$ cat config.mk
export PLATFORM = sky130hd
export DESIGN_NAME = indirect_reg_port
export DESIGN_NICKNAME = d
export VERILOG_FILES = /design/src/rtl/irp_pkg.sv /design/src/rtl/irp_ctrl.sv /design/src/rtl/irp_datapath.sv /design/src/rtl/indirect_reg_port.sv
export SDC_FILE = /design/constraint.sdc
export NUM_CORES = 1
export LEC_CHECK = 0
export ABC_AREA = 1
export ABC_CLOCK_PERIOD_IN_PS = 2150
export BUFFER_PORTS_ARGS = -buffer_cell sky130_fd_sc_hd__buf_2
export CORE_ASPECT_RATIO = 2
export CORE_MARGIN = 5
export CORE_UTILIZATION = 45
export DETAILED_ROUTE_END_ITERATION = 6
export HOLD_SLACK_MARGIN = 0.06
export PLACE_DENSITY_LB_ADDON = 0.12
export SYNTH_ARGS = -nofsm -noshare
export SYNTH_HDL_FRONTEND = slang
export SYNTH_SLANG_ARGS = --single-unit
$ cat constraint.sdc
create_clock -name clk -period 2.15 [get_ports clk]
set_input_delay 0.43 -clock clk [delete_from_list [all_inputs] [get_ports clk]]
set_output_delay 0.43 -clock clk [all_outputs]
set_load 0.01 [all_outputs]
$ cat src/rtl/irp_pkg.sv
package irp_pkg;
  localparam int ADDR_W = 2;
  localparam logic [ADDR_W-1:0] LOC_IDX_LO = 2'd0;
  localparam logic [ADDR_W-1:0] LOC_IDX_HI = 2'd1;
  localparam logic [ADDR_W-1:0] LOC_DATA   = 2'd2;

  typedef struct packed {
    logic loadLo;    // narrow: low index lane from host low byte
    logic loadHi;    // narrow: high index lane from host low byte
    logic loadFull;  // wide: every lane from its own host lane
    logic dataWr;    // write strobe to internal register
    logic dataRd;    // capture internal read data
    logic anyRd;     // some read this cycle
  } irpStrobe_t;
endpackage

$ cat src/rtl/irp_ctrl.sv
module irp_ctrl
  import irp_pkg::*;
(
  input  logic              wideMode,
  input  logic              hostSel,
  input  logic              hostWr,
  input  logic [ADDR_W-1:0] hostAddr,
  output irpStrobe_t        strobes
);
  logic isWrite;
  logic isRead;

  assign isWrite = hostSel && hostWr;
  assign isRead  = hostSel && !hostWr;

  always_comb begin
    strobes          = '0;
    strobes.anyRd    = isRead;
    strobes.dataRd   = isRead && (hostAddr == LOC_DATA);
    strobes.dataWr   = isWrite && (hostAddr == LOC_DATA);
    strobes.loadFull = isWrite && wideMode && (hostAddr == LOC_IDX_LO);
    strobes.loadLo   = isWrite && !wideMode && (hostAddr == LOC_IDX_LO);
    strobes.loadHi   = isWrite && !wideMode && (hostAddr == LOC_IDX_HI);
  end
endmodule

$ cat src/rtl/irp_datapath.sv
module irp_datapath
  import irp_pkg::*;
#(
  parameter int DATA_W = 8
) (
  input  logic                clk,
  input  logic                rst,
  input  irpStrobe_t          strobes,
  input  logic [2*DATA_W-1:0] hostWdata,
  output logic [2*DATA_W-1:0] hostRdata,
  output logic                hostRvalid,
  output logic [2*DATA_W-1:0] regIdx,
  output logic                regWe,
  output logic [DATA_W-1:0]   regWdata,
  input  logic [DATA_W-1:0]   regRdata
);
  localparam int LANES  = 2;
  localparam int HOST_W = LANES * DATA_W;

  logic [DATA_W-1:0] idxLane [LANES];

  for (genvar lane = 0; lane < LANES; lane++) begin : g_lane
    logic laneNarrowHit;
    logic [DATA_W-1:0] laneSrc;
    if (lane == 0) begin : g_lo
      assign laneNarrowHit = strobes.loadLo;
    end else begin : g_hi
      assign laneNarrowHit = strobes.loadHi;
    end
    assign laneSrc = strobes.loadFull ? hostWdata[lane*DATA_W +: DATA_W]
                                      : hostWdata[DATA_W-1:0];
    always_ff @(posedge clk) begin
      if (rst)
        idxLane[lane] <= '0;
      else if (strobes.loadFull || laneNarrowHit)
        idxLane[lane] <= laneSrc;
    end
    assign regIdx[lane*DATA_W +: DATA_W] = idxLane[lane];
  end

  always_ff @(posedge clk) begin
    if (rst) begin
      hostRvalid <= 1'b0;
      hostRdata  <= '0;
    end else begin
      hostRvalid <= strobes.anyRd;
      hostRdata  <= strobes.dataRd ? {{(HOST_W-DATA_W){1'b0}}, regRdata} : '0;
    end
  end

  assign regWe    = strobes.dataWr;
  assign regWdata = hostWdata[DATA_W-1:0];
endmodule

$ cat src/rtl/indirect_reg_port.sv
module indirect_reg_port
  import irp_pkg::*;
#(
  parameter int DATA_W = 8
) (
  input  logic                clk,
  input  logic                rst,
  input  logic                wideMode,
  input  logic                hostSel,
  input  logic                hostWr,
  input  logic [ADDR_W-1:0]   hostAddr,
  input  logic [2*DATA_W-1:0] hostWdata,
  output logic [2*DATA_W-1:0] hostRdata,
  output logic                hostRvalid,
  output logic [2*DATA_W-1:0] regIdx,
  output logic                regWe,
  output logic [DATA_W-1:0]   regWdata,
  input  logic [DATA_W-1:0]   regRdata
);
  irpStrobe_t strobes;

  irp_ctrl u_ctrl (
    .wideMode (wideMode),
    .hostSel  (hostSel),
    .hostWr   (hostWr),
    .hostAddr (hostAddr),
    .strobes  (strobes)
  );

  irp_datapath #(.DATA_W(DATA_W)) u_dp (
    .clk        (clk),
    .rst        (rst),
    .strobes    (strobes),
    .hostWdata  (hostWdata),
    .hostRdata  (hostRdata),
    .hostRvalid (hostRvalid),
    .regIdx     (regIdx),
    .regWe      (regWe),
    .regWdata   (regWdata),
    .regRdata   (regRdata)
  );
endmodule

After elaboration in Yosys (flattened, before gate mapping)
Memories as Yosys holds them, arrays and structs flattened.
Index checks and enable logic that the tools add are counted.

cells by class
  eq/ne operators = 2
  multiplexer cells = 11
  bitwise gates (word level) = 3
  reduce and logical (&&, ||, !) cells = 15

operators by type and width
  cell                                                                    number
  8-bit two-way mux                                                       3
  1-bit logical AND                                                       9
  1-bit two-way mux                                                       8
  2-bit by 1-bit equality test with 1-bit output (second input constant)  1
  2-bit equality test (second input constant)                             1
  1-bit logical NOT                                                       2
  2-bit logical NOT                                                       1
  1-bit logical OR                                                        2
  1-bit bitwise OR                                                        2
  2-bit OR reduction                                                      1
  1-bit inverter                                                          1

storage, ports and cells
  bits in registers = 17
  memory bits (writable) = 16
  input bits = 31
  memories kept = 1

memories
  name          depth  bits a word  rd ports  clocked after memory_dff  write ports  line                text
  u_dp.idxLane  2      8            2         0                         2            irp_datapath.sv:20  logic [DATA_W-1:0] idxLane [LANES];

Longest topological paths before layout
  word-level depth = 8
  depth in mapped cells = 7

Modules after synthesis
From an unflattened synthesis, not the netlist that was laid out.

second synthesis, totals
  cells, all modules = 145
  area, all modules = 1,194.9 sq um

by module, submodules not included
  module        times used  cells an instance  area each (sq um)  sequential area each (sq um)
  irp_datapath  1           127                1,121.1            660.6
  irp_ctrl      1           18                 73.8               0.0

Worst setup path after synthesis
OpenSTA, ideal clock, no wires.

  path type = input to register
  start point = input hostWr
  end point = memory u_dp.idxLane[1][0], enable pin
  library setup time = 0.337 ns
  arrival = 1.005 ns
  required time = 1.813 ns
  slack = 0.809 ns
  stages on the path = 4
  buffers on the path = 0
  cell sequence = nand2_2 > nor2_8 > nand2_4 > nand3_1

RTL lines
  what                line                     text
  start: declaration  indirect_reg_port.sv:10  input logic hostWr,
  end: declaration    irp_datapath.sv:20

Final worst setup path
  start point = input hostWr
  end point = output regWe

between the ends
  word-level cells in the longest chain between the ends = 2

RTL lines
  what               line                     text
  1-bit logical AND  irp_ctrl.sv:13           assign isWrite = hostSel && hostWr;
  1-bit logical AND  irp_ctrl.sv:20           strobes.dataWr = isWrite && (hostAddr == LOC_DATA);
  end: declaration   indirect_reg_port.sv:16  output logic regWe,

No other way between the ends.

==> key figures <==
Synth
  – Synth cell types: 16
  – Cells after synthesis: 135
  – Seq/Total Area, Yosys: 54.8%
  – YS warnings: 0
  – Yosys reg bits: 25
  – Syn Area/Cell: 8.93 µm²
  – Cell Area, Synth: 0.00120 mm²

Detailed routing
  – Final ANT Viol Nets: 0
  – WL/cell: 12.2 µm
  – Vias: 985
  – DRC viols: 0
  – Via density: 4.44
  – Pre-antenna DRT Iters: 4
  – Starting DRT DRC Count: 14
  – Post-Route WL: 2700 µm

Finish
  – Ant diodes: 0
  – Final layout net count: 226
  – Register area: 661 µm²
  – Fraction of layout cells with a size suffix above 1: 40.2%
  – Multi-input gate area: 338 µm²
  – Post-Layout Cell Count: 222
  – Synth-to-layout area growth: 25.4%
  – Fillers: 246
  – Final instance area: 0.00151 mm²

Clock tree
  – Hold-fix buffers, CTS: 0
  – CTS sink count: 25
  – Post_cts resized: 0
  – Post-CTS setup buffers: 0
  – Max clock buf depth: 2
  – Clk slew on worst S/H paths: 90 ps
  – TritonCTS clock tree: built
  – Root Driver: clkbuf_8
  – Num CTS Buffers: 3
  – H-tree depth: 1

Setup path
  – Most used cell, CP: buf_2
  – Worst path arrival time: 960 ps
  – CP Cell Sequence: buf_2 -> nand2_2 -> nor3b_1 -> buf_2
  – Crit path max-delay cell type: nor3b_1
  – CP delay by family, top: simple AND/OR/NAND/NOR gates
  – Critical Path Source Type: input pin
  – WP data required: 1720 ps
  – Worst Path Class, Setup: input pin to primary output
  – Worst path bufs/invs: 2
  – Critical Path Fanout Max: 3
  – Crit path largest cell delay: 180 ps
  – CP endpoint kind: primary output

STA
  – Final slew viol count: 0
  – Period minus WS final: 1390 ps
  – RSZ-0062 raised after global routing: no
  – Endpoints failing hold: 0
  – Sum of negative setup slack: 0 ps
  – Fmax: 0.720 GHz
  – Final setup violation count: 0
  – Part of the cycle the worst path needs: 64.6%

Job
  – Max-cap violations: 0

Global route
  – GRT Overall Usage: 14.2%
  – GRT met3 Usage: 2.60%
  – Gr busiest metal: met2
  – Overflow after GRT: 0
  – Met2 capacity usage during global routing: 27.5%
  – Vias in the first global route: 972
  – First-pass GRT wire length: 4120 µm
  – Largest net degree at the start of global routing: 14
  – Met1 Usage GRT: 13.3%
  – Initial antenna violation count: 0

Place
  – Detailed placement HPWL: 2310 µm
  – DP Cell Count: 218
  – Placed Area: 0.00147 mm²
  – Gpl congestion: 0.769
  – Buffers added on ports: 64

Power and ir drop
  – Register share of total power: 56.6%
  – Clock power frac: 28.4%
  – Combinational Power Share: 15.0%
  – Total net switching power: 229 µW
  – Switching share of total power: 24.2%
  – Max VDD drop: 478 µV
  – Power Density: 628 mW/mm²
  – P_leak: 0.000849 µW
  – Cell Int Power: 720 µW

Floorplanning
  – Total core area: 0.00257 mm²
  – Die area: 0.00388 mm²
  – Top Ports: 73
  – Cell row count: 26
  – Die width: 46.6 µm
  – Starting Density: 46.9%
  – Die extent in y: 83.2 µm

Outcome
  – Status: completed

Hold path
  – Worst Hold Class: input pin to register
==> state kept, by name, indices dropped and copies added, names as in the netlist <==
name	cells
u_dp.idxLane	16
u_dp.hostRvalid	1
u_dp.hostRdata	8
==> power by group through the flow <==
stage               clock network, µW  logic (µW)  registers [µW]
finish                            270         142             537
global route                      299         157             539
CTS                               276         144             538
detailed placement                  0         143             549
global placement                    0         141             548
floorplan                           0        77.3             563
==> per-stage QoR <==
stage                     util, %  hold WS (ps)  power [µW]  setup WS (ps)
after CTS                    58.8           357         958            750
after detailed placement     57.1           645         692            558
after floorplan                 -           523         640            809
final                        58.8           358         949            761
after global placement       57.1           635         689            615
after global routing         58.8           370         995            679
==> layer usage <==
| metal | routed length (µm) | vias up |
|---|---|---|
| met5 | 0 | - |
| met2 | 1570 | 45 |
| li1 | - | 497 |
| met1 | 822 | 438 |
| met4 | 39 | 0 |
| met3 | 266 | 5 |
==> final timing paths <==
kind	to	slack [ps]	cells after the start	from
hold / removal	u_dp.hostRvalid	360	2	hostWr
setup / recovery	regWe	760	4	hostWr
==> layout make-up <==
cell class	count	area share, %
clock buffer	4	2.98
inverter	28	6.95
multi-input combinational	72	22.4
sequential	25	43.7
tap	28	2.32
timing repair buffer	65	21.7
==> synth_stat cells, drive strengths merged <==
cell | count | share of area, %
conb | 1 | 0.31
inv | 20 | 6.2
nand3 | 12 | 5.8
buf | 17 | 11
dfxtp | 9 | 15
clkinv | 8 | 2.5
nor2 | 28 | 10
nor3b | 1 | 0.62
edfxtp | 16 | 40
nand2 | 23 | 8.8
==> logic make-up after synthesis <==
kind of cell,count (synthesis),synth area share (%)
other cells,1,0.311
flops,25,54.8
simple gates,64,25.5
buf+inv,45,19.3
==> layout by cell type, fill, tap and decap left out <==
cell | netlist | layout
edfxtp_1 | 16 | 16
nor2_2 | 1 | 1
conb_1 | 1 | 8
nand2_4 | 2 | 2
buf_4 | 17 | 1
nand3_1 | 10 | 10
clkbuf_1 | 0 | 1
nor2_1 | 26 | 26
nor3b_1 | 1 | 1
clkinv_1 | 8 | 8
nand2_1 | 19 | 19
buf_2 | 0 | 64
nand2_2 | 2 | 2
inv_2 | 2 | 2
dfxtp_1 | 9 | 9
nor2_8 | 1 | 1
nand3_2 | 2 | 2
clkbuf_8 | 0 | 3
inv_1 | 18 | 18
Power figures use the tool's default switching activity.
